`config.mk`:
```
export PLATFORM = sky130hd
export DESIGN_NAME = radio_bringup_seq
export DESIGN_NICKNAME = d
export VERILOG_FILES = /design/src/rtl/radio_seq_pkg.sv /design/src/rtl/rbs_txn_engine.sv /design/src/rtl/rbs_rev_file.sv /design/src/rtl/radio_bringup_seq.sv
export SDC_FILE = /design/constraint.sdc
export NUM_CORES = 1
export LEC_CHECK = 0
export BUFFER_PORTS_ARGS = -buffer_cell sky130_fd_sc_hd__buf_2
export CAP_MARGIN = 30
export CELL_PAD_IN_SITES_DETAIL_PLACEMENT = 2
export CELL_PAD_IN_SITES_GLOBAL_PLACEMENT = 2
export CORE_ASPECT_RATIO = 0.7
export CORE_UTILIZATION = 39
export CTS_BUF_LIST = sky130_fd_sc_hd__clkbuf_4 sky130_fd_sc_hd__clkbuf_8 sky130_fd_sc_hd__clkbuf_16
export CTS_CLUSTER_DIAMETER = 120
export DETAILED_ROUTE_END_ITERATION = 8
export GPL_ROUTABILITY_DRIVEN = 0
export MAX_ROUTING_LAYER = met4
export PLACE_DENSITY_LB_ADDON = 0.1
export SLEW_MARGIN = 10
export SYNTH_ARGS = -nofsm -noshare
export SYNTH_HDL_FRONTEND = slang
export SYNTH_HIERARCHICAL = 1
export SYNTH_SLANG_ARGS = --single-unit
```
`constraint.sdc`:
```
create_clock -name clk -period 5.6 [get_ports clk]
set_input_delay 0.84 -clock clk [delete_from_list [all_inputs] [get_ports clk]]
set_output_delay 0.84 -clock clk [all_outputs]
set_load 0.01 [all_outputs]
```
`src/rtl/radio_seq_pkg.sv`:
```
package radio_seq_pkg;

  localparam int MAX_WR  = 4;
  localparam int REV_LEN = 8;
  localparam int CNT_W   = 4;
  localparam int RIDX_W  = $clog2(REV_LEN);

  localparam logic [7:0] TUNER_WR = 8'h22;
  localparam logic [7:0] TUNER_RD = 8'h23;
  localparam logic [7:0] CODEC_WR = 8'h30;
  localparam logic [7:0] CODEC_RD = 8'h31;
  localparam logic [7:0] PAGE_PAT = 8'h42;
  localparam int READY_BIT = 7;
  localparam int TUNED_BIT = 0;

  typedef enum logic [1:0] {
    OP_START = 2'd0,
    OP_WRITE = 2'd1,
    OP_READ  = 2'd2,
    OP_STOP  = 2'd3
  } i2c_op_e;

  typedef enum logic [3:0] {
    TX_PWR, TX_STAT, TX_REVCMD, TX_REVRD, TX_TUNE,
    TX_POLLCMD, TX_POLLRD, TX_INTACK, TX_PGWR, TX_PGPTR, TX_PGRD
  } txn_e;

  typedef struct packed {
    logic [7:0]             addr;
    logic [2:0]             wlen;
    logic [MAX_WR-1:0][7:0] wbytes;
    logic [CNT_W-1:0]       rlen;
  } txn_desc_t;

  function automatic txn_desc_t txn_desc(txn_e t, logic [15:0] freq);
    txn_desc_t d;
    d = '0;
    case (t)
      TX_PWR: begin
        d.addr = TUNER_WR; d.wlen = 3'd3;
        d.wbytes[0] = 8'h01; d.wbytes[1] = 8'hC0; d.wbytes[2] = 8'h05;
      end
      TX_STAT:    begin d.addr = TUNER_RD; d.rlen = 4'd1; end
      TX_REVCMD:  begin d.addr = TUNER_WR; d.wlen = 3'd1; d.wbytes[0] = 8'h10; end
      TX_REVRD:   begin d.addr = TUNER_RD; d.rlen = CNT_W'(REV_LEN); end
      TX_TUNE: begin
        d.addr = TUNER_WR; d.wlen = 3'd4;
        d.wbytes[0] = 8'h20; d.wbytes[1] = 8'h00;
        d.wbytes[2] = freq[15:8]; d.wbytes[3] = freq[7:0];
      end
      TX_POLLCMD: begin d.addr = TUNER_WR; d.wlen = 3'd1; d.wbytes[0] = 8'h14; end
      TX_POLLRD:  begin d.addr = TUNER_RD; d.rlen = 4'd2; end
      TX_INTACK: begin
        d.addr = TUNER_WR; d.wlen = 3'd2;
        d.wbytes[0] = 8'h22; d.wbytes[1] = 8'h01;
      end
      TX_PGWR: begin
        d.addr = CODEC_WR; d.wlen = 3'd2;
        d.wbytes[0] = 8'h00; d.wbytes[1] = PAGE_PAT;
      end
      TX_PGPTR:   begin d.addr = CODEC_WR; d.wlen = 3'd1; d.wbytes[0] = 8'h00; end
      TX_PGRD:    begin d.addr = CODEC_RD; d.rlen = 4'd1; end
      default: ;
    endcase
    return d;
  endfunction

endpackage

```
`src/rtl/rbs_txn_engine.sv`:
```
module rbs_txn_engine
  import radio_seq_pkg::*;
(
  input  logic              clk,
  input  logic              rst,
  input  logic              go,
  input  txn_desc_t         desc,
  output logic              cmd_valid,
  output logic [1:0]        cmd_op,
  output logic [7:0]        cmd_wdata,
  output logic              cmd_nack,
  input  logic              cmd_done,
  input  logic              rsp_ack,
  input  logic [7:0]        rsp_rdata,
  output logic              rd_valid,
  output logic [RIDX_W-1:0] rd_idx,
  output logic [7:0]        rd_data,
  output logic              txn_done,
  output logic              txn_fail
);

  typedef enum logic [2:0] {E_IDLE, E_START, E_ADDR, E_WR, E_RD, E_STOP} eng_st_e;

  eng_st_e          st;
  txn_desc_t        d_q;
  logic [CNT_W-1:0] cnt;
  logic             last_wr, last_rd;

  assign last_wr = (cnt == CNT_W'(d_q.wlen) - CNT_W'(1));
  assign last_rd = (cnt == d_q.rlen - CNT_W'(1));

  always_ff @(posedge clk) begin
    if (rst) begin
      st       <= E_IDLE;
      d_q      <= '0;
      cnt      <= '0;
      txn_fail <= 1'b0;
      txn_done <= 1'b0;
      rd_valid <= 1'b0;
      rd_idx   <= '0;
      rd_data  <= '0;
    end else begin
      txn_done <= 1'b0;
      rd_valid <= 1'b0;
      case (st)
        E_IDLE: if (go) begin
          d_q      <= desc;
          txn_fail <= 1'b0;
          cnt      <= '0;
          st       <= E_START;
        end
        E_START: if (cmd_done) st <= E_ADDR;
        E_ADDR: if (cmd_done) begin
          cnt <= '0;
          if (!rsp_ack) begin
            txn_fail <= 1'b1;
            st       <= E_STOP;
          end else if (d_q.wlen != 3'd0) st <= E_WR;
          else if (d_q.rlen != '0)        st <= E_RD;
          else                            st <= E_STOP;
        end
        E_WR: if (cmd_done) begin
          if (!rsp_ack) begin
            txn_fail <= 1'b1;
            st       <= E_STOP;
          end else if (last_wr) begin
            cnt <= '0;
            st  <= (d_q.rlen != '0) ? E_RD : E_STOP;
          end else begin
            cnt <= cnt + CNT_W'(1);
          end
        end
        E_RD: if (cmd_done) begin
          rd_valid <= 1'b1;
          rd_idx   <= cnt[RIDX_W-1:0];
          rd_data  <= rsp_rdata;
          if (last_rd) st <= E_STOP;
          else         cnt <= cnt + CNT_W'(1);
        end
        E_STOP: if (cmd_done) begin
          txn_done <= 1'b1;
          st       <= E_IDLE;
        end
        default: st <= E_IDLE;
      endcase
    end
  end

  always_comb begin
    cmd_valid = (st != E_IDLE);
    cmd_nack  = (st == E_RD) && last_rd;
    cmd_wdata = (st == E_ADDR) ? d_q.addr : d_q.wbytes[cnt[1:0]];
    case (st)
      E_ADDR, E_WR: cmd_op = OP_WRITE;
      E_RD:         cmd_op = OP_READ;
      E_STOP:       cmd_op = OP_STOP;
      default:      cmd_op = OP_START;
    endcase
  end

  // a presented command holds until the master completes it
  a_r2_cmd_hold: assert property (@(posedge clk) disable iff (rst)
    (cmd_valid && !cmd_done) |=> (cmd_valid && $stable(cmd_op) && $stable(cmd_wdata) && $stable(cmd_nack)));

  // a new transaction is only requested while the bus is free
  a_r2_go_when_idle: assert property (@(posedge clk) disable iff (rst)
    go |-> !cmd_valid);

endmodule

```
`src/rtl/rbs_rev_file.sv`:
```
module rbs_rev_file #(
  parameter int N = 8,
  parameter int W = 8,
  localparam int IW = $clog2(N)
) (
  input  logic          clk,
  input  logic          rst,
  input  logic          wr_en,
  input  logic [IW-1:0] wr_idx,
  input  logic [W-1:0]  wr_data,
  output logic [N*W-1:0] flat
);

  logic [W-1:0] mem [N];

  always_ff @(posedge clk) begin
    if (rst) begin
      for (int i = 0; i < N; i++) mem[i] <= '0;
    end else if (wr_en) begin
      mem[wr_idx] <= wr_data;
    end
  end

  for (genvar g = 0; g < N; g++) begin : g_out
    assign flat[g*W +: W] = mem[g];
  end

endmodule

```
`src/rtl/radio_bringup_seq.sv`:
```
module radio_bringup_seq
  import radio_seq_pkg::*;
#(
  parameter int MAX_POLLS = 64,
  localparam int POLL_W = $clog2(MAX_POLLS + 1)
) (
  input  logic                 clk,
  input  logic                 rst,
  input  logic                 start,
  input  logic [15:0]          tune_freq,
  output logic                 cmd_valid,
  output logic [1:0]           cmd_op,
  output logic [7:0]           cmd_wdata,
  output logic                 cmd_nack,
  input  logic                 cmd_done,
  input  logic                 rsp_ack,
  input  logic [7:0]           rsp_rdata,
  output logic                 done,
  output logic                 error,
  output logic [8*REV_LEN-1:0] rev_data
);

  typedef enum logic [1:0] {S_LAUNCH, S_WAIT, S_DONE, S_ERR} seq_st_e;

  seq_st_e           st;
  txn_e              txn;
  logic [15:0]       freq_q;
  logic [POLL_W-1:0] poll_cnt;
  logic [7:0]        stat_q;
  logic              go;

  logic              rd_valid, txn_done, txn_fail;
  logic [RIDX_W-1:0] rd_idx;
  logic [7:0]        rd_data;
  txn_desc_t         desc;

  assign desc = txn_desc(txn, freq_q);

  rbs_txn_engine u_eng (
    .clk(clk), .rst(rst), .go(go), .desc(desc),
    .cmd_valid(cmd_valid), .cmd_op(cmd_op), .cmd_wdata(cmd_wdata), .cmd_nack(cmd_nack),
    .cmd_done(cmd_done), .rsp_ack(rsp_ack), .rsp_rdata(rsp_rdata),
    .rd_valid(rd_valid), .rd_idx(rd_idx), .rd_data(rd_data),
    .txn_done(txn_done), .txn_fail(txn_fail)
  );

  rbs_rev_file #(.N(REV_LEN), .W(8)) u_rev (
    .clk(clk), .rst(rst),
    .wr_en(rd_valid && (txn == TX_REVRD)),
    .wr_idx(rd_idx), .wr_data(rd_data),
    .flat(rev_data)
  );

  always_ff @(posedge clk) begin
    if (rst) begin
      st       <= S_LAUNCH;
      txn      <= TX_PWR;
      freq_q   <= tune_freq;
      poll_cnt <= '0;
      stat_q   <= '0;
      go       <= 1'b0;
      done     <= 1'b0;
      error    <= 1'b0;
    end else begin
      go <= 1'b0;
      if (rd_valid && rd_idx == '0) stat_q <= rd_data;
      case (st)
        S_LAUNCH: begin
          go <= 1'b1;
          st <= S_WAIT;
        end
        S_WAIT: if (txn_done) begin
          if (txn_fail) begin
            error <= 1'b1;
            st    <= S_ERR;
          end else begin
            case (txn)
              TX_STAT: begin
                if (stat_q[READY_BIT]) begin
                  txn <= TX_REVCMD;
                  st  <= S_LAUNCH;
                end else begin
                  error <= 1'b1;
                  st    <= S_ERR;
                end
              end
              TX_POLLRD: begin
                if (stat_q[TUNED_BIT]) begin
                  txn <= TX_INTACK;
                  st  <= S_LAUNCH;
                end else if (poll_cnt == POLL_W'(MAX_POLLS - 1)) begin
                  error <= 1'b1;
                  st    <= S_ERR;
                end else begin
                  poll_cnt <= poll_cnt + POLL_W'(1);
                  txn      <= TX_POLLCMD;
                  st       <= S_LAUNCH;
                end
              end
              TX_PGRD: begin
                if (stat_q == PAGE_PAT) begin
                  done <= 1'b1;
                  st   <= S_DONE;
                end else begin
                  error <= 1'b1;
                  st    <= S_ERR;
                end
              end
              default: begin
                txn <= txn_e'(txn + 4'd1);
                st  <= S_LAUNCH;
              end
            endcase
          end
        end
        S_DONE, S_ERR: if (start) begin
          done     <= 1'b0;
          error    <= 1'b0;
          txn      <= TX_PWR;
          poll_cnt <= '0;
          freq_q   <= tune_freq;
          st       <= S_LAUNCH;
        end
        default: st <= S_ERR;
      endcase
    end
  end

  // the two result flags are exclusive
  a_r12_flags_exclusive: assert property (@(posedge clk) disable iff (rst)
    !(done && error));

  // results hold until a start pulse
  a_r12_done_hold: assert property (@(posedge clk) disable iff (rst)
    (done && !start) |=> done);
  a_r12_error_hold: assert property (@(posedge clk) disable iff (rst)
    (error && !start) |=> error);

  // bus quiet while a result is held
  a_r12_bus_quiet: assert property (@(posedge clk) disable iff (rst)
    (done || error) |-> !cmd_valid);

  // a failed transaction ends the series with error
  a_r11_fail_to_error: assert property (@(posedge clk) disable iff (rst)
    (txn_done && txn_fail) |=> (error && !done));

  // the poll counter never passes its bound
  a_r7_poll_bound: assert property (@(posedge clk) disable iff (rst)
    poll_cnt < POLL_W'(MAX_POLLS));

endmodule

```
==> results.yml <==
sta:
  drv_slew: 0
  worstMarginPinSlew_ns: 0.942
  hold_violations: 0
  finClkSkew_ns: 0.0134
  final.min_clock_period_ns: 3.32
  rsz0062_at_grt: "no"
  fmax_ghz: 0.301
  setup_viol: 0
  holdWs_ns: 0.460
  slew_headroom_pct: 37.1
  finalSetupTns_ns: 0
  final.period_utilization_pct: 59.3
yosys:
  ys_seq_area_share_pct: 55.1
  ys_async_sr_fraction_pct: 0
  yosys_warnings: 6
  synth_area_leaders: "edfxtp_1 (31%), dfxtp_1 (24%), nand2_1 (7.3%), a21oi_1 (5.3%), nor2_1 (4.5%)"
  yosysMostFrequentCell: "nand2_1"
  syn_area_um2: 7700
  yosysTopAreaCell: "edfxtp_1"
  synth_edf_count: 80
  synthCells: 770
  synth_top_area_share_pct: 31.2
  syn_area_per_cell_um2: 10.0
  synthFlopType: "dfxtp_1"
  ys_seq_elements: 172
  ys_types: 72
  synth_common_cells: "nand2_1 (150), dfxtp_1 (92), nor2_1 (92)"
clocking:
  cts_max_level: 4
  numCtsBuffers: 17
  clock-sinks: 172
  clkSlewWorstSetupHoldPaths_ns: 0.08
  hold_buffers: 0
  cts_tree: "yes"
  insertion_delay_ns: 0.43
  ctsRootBufferMaster: "clkbuf_16"
  cts_resized: 0
  clock_path_buffers: 2
  postCtsSetupBuffers: 0
worst_hold_path:
  hp-class: "flip-flop to flip-flop"
detailed_routing:
  drtPass1Iterations: 4
  vias: 6030
  wirelength_mm: 23.9
  drt_iter0_markers: 387
  drtAntennaViolNets: 0
  detail_route.vias_per_cell: 5.30
  drc: 0
  post_drt_wl_per_cell_um: 21.0
finish:
  multiInputGateArea_um2: 3200
  fillCellCount: 2066
  area_growth_syn_to_layout_pct: 17.9
  regArea_um2: 4240
  drive_above_1_share_pct: 21.2
  stdcell_count: 1138
  final_nets: 901
floorplanning:
  rows: 42
  start_util_pct: 40.3
  fp.dieH_um: 120
  die_w_um: 170
  core_area_um2: 19100
  io_pins: 107
  dieArea_um2: 20300
worst_setup_path:
  cp_max_fo: 15
  critical_path.top_delay_family: "flip-flops"
  crit_buf_inv: 1
  crit_slowest_cell: "dfxtp_1"
  cp_cell_sequence: "mux4_2 > mux2_2 > buf_2"
  cp_slowest_stage_delay_ns: 0.94
  cp.arrival_ns: 2.48
  cp-start-kind: "flip-flop"
  end_kind: "primary output"
  critical_path_class: "flip-flop to primary output"
  worstPathRequired_ns: 4.76
power:
  ir_drop_uv: 132
  power_density_nw_per_um2: 351
  p_total_mw: 3.19
  p_leak_nw: 3.42
global_routing:
  antenna_found_initial: 0
  gr-usage-all-layers_pct: 25.1
  grt_max_degree: 73
  grt_pass1_vias: 6535
  grt_pass1_wl_mm: 37.3
  grt_overflow: 0
placed_design:
  io_buffers: 106
  hpwl_mm: 16.4
  dp.cells: 1103
run:
  cap_violations: 0
status:
  outcome: "completed"
## cells in the final DEF (no fill, tap or decap), types with 3 or more instances in the layout
cell	instances
clkinvlp_4	4
mux2_2	9
xnor2_1	10
a21oi_1	82
buf_4	6
ha_1	12
conb_1	12
a21o_1	3
nand4b_1	11
xor2_1	3
nor2_1	91
a31oi_1	6
nor3b_1	3
buf_2	106
nand2_1	150
o21ai_1	4
o21bai_1	8
nand4bb_1	9
and2_1	9
nor3_2	3
inv_1	15
edfxtp_1	80
clkbuf_16	18
o21ai_0	5
nand2b_1	6
nor3_1	7
nand3_1	5
nor2b_1	8
dfxtp_1	92
mux4_2	8
or2_2	3
a211oi_1	5
bufinv_16	3
and3_1	15
inv_6	3
mux2i_1	7
inv_8	3
## area by class of cell
cell class              instances  share of cell area (%)
multi-input cells             539                    35.3
flip-flops and latches        172                    46.8
inverters                      17                   0.703
clock buffers                  17                    4.69
clock inverters                15                    2.26
diodes                          1                  0.0276
repair buffers                113                    6.62
well taps                     264                    3.64
## power breakdown
group	switching, mW	internal [mW]
clock network	0.554	0.720
registers	0.0835	1.38
logic	0.284	0.166
## logic make-up after synthesis
kind of cell	share of synthesized area, %
xor gates and xnor gates	1.79
and+or+nand+nor	21.5
muxes	4.57
DFF	55.1
AOI/OAI and AO/OA	11.2
other	0.0487
buffers and inverters	3.83
adders and majority gates	1.95
## metrics by stage
step           area (µm²)  worst slack [ns]  utilization [%]
5_1_grt              9070              2.18             47.4
2_1_floorplan        7740              3.12                -
6_report             9080              2.28             47.4
3_3_place_gp         8410              2.59             44.0
3_5_place_dp         8410              2.51             44.0
4_1_cts              9040              2.13             47.3
## tightest hold or removal path, cell delays in order (launching register included)
cell	delay, ns
dfxtp_1	0.31
nand2_1	0.05
a21oi_1	0.05
## layer usage
layer  share of wire, %  vias to the layer above  track usage [%]  routed length (µm)
li1                   -                     2848                -                   -
met1                 48                     3059             34.7               11600
met5                  0                        -                -                   0
met4               0.71                        0             5.91                 169
met2                 47                      108             39.0               11300
met3                3.6                       15             3.40                 848
## state kept, by name, summed over array words and instances, names as in the netlist, 4 cells and up
register / count
freq_q: 16
poll_cnt: 7
stat_q: 8
txn: 4
u_eng/cnt: 4
u_eng/d_q: 47
u_eng/rd_data: 8
u_rev/mem: 64
## worst paths after layout
path | cells past startpoint | endpoint | slack [ns] | start
hold / removal | 2 | u_eng/d_q[18] | 0.46 | u_eng/d_q[18]
setup reg to reg | 4 | u_rev/mem[0][2] | 2.58 | txn[2]
setup / recovery | 3 | cmd_wdata[7] | 2.28 | u_eng/cnt[0]
hold reg to reg | 2 | u_eng/d_q[18] | 0.46 | u_eng/d_q[18]
Power figures use the tool's default switching activity.
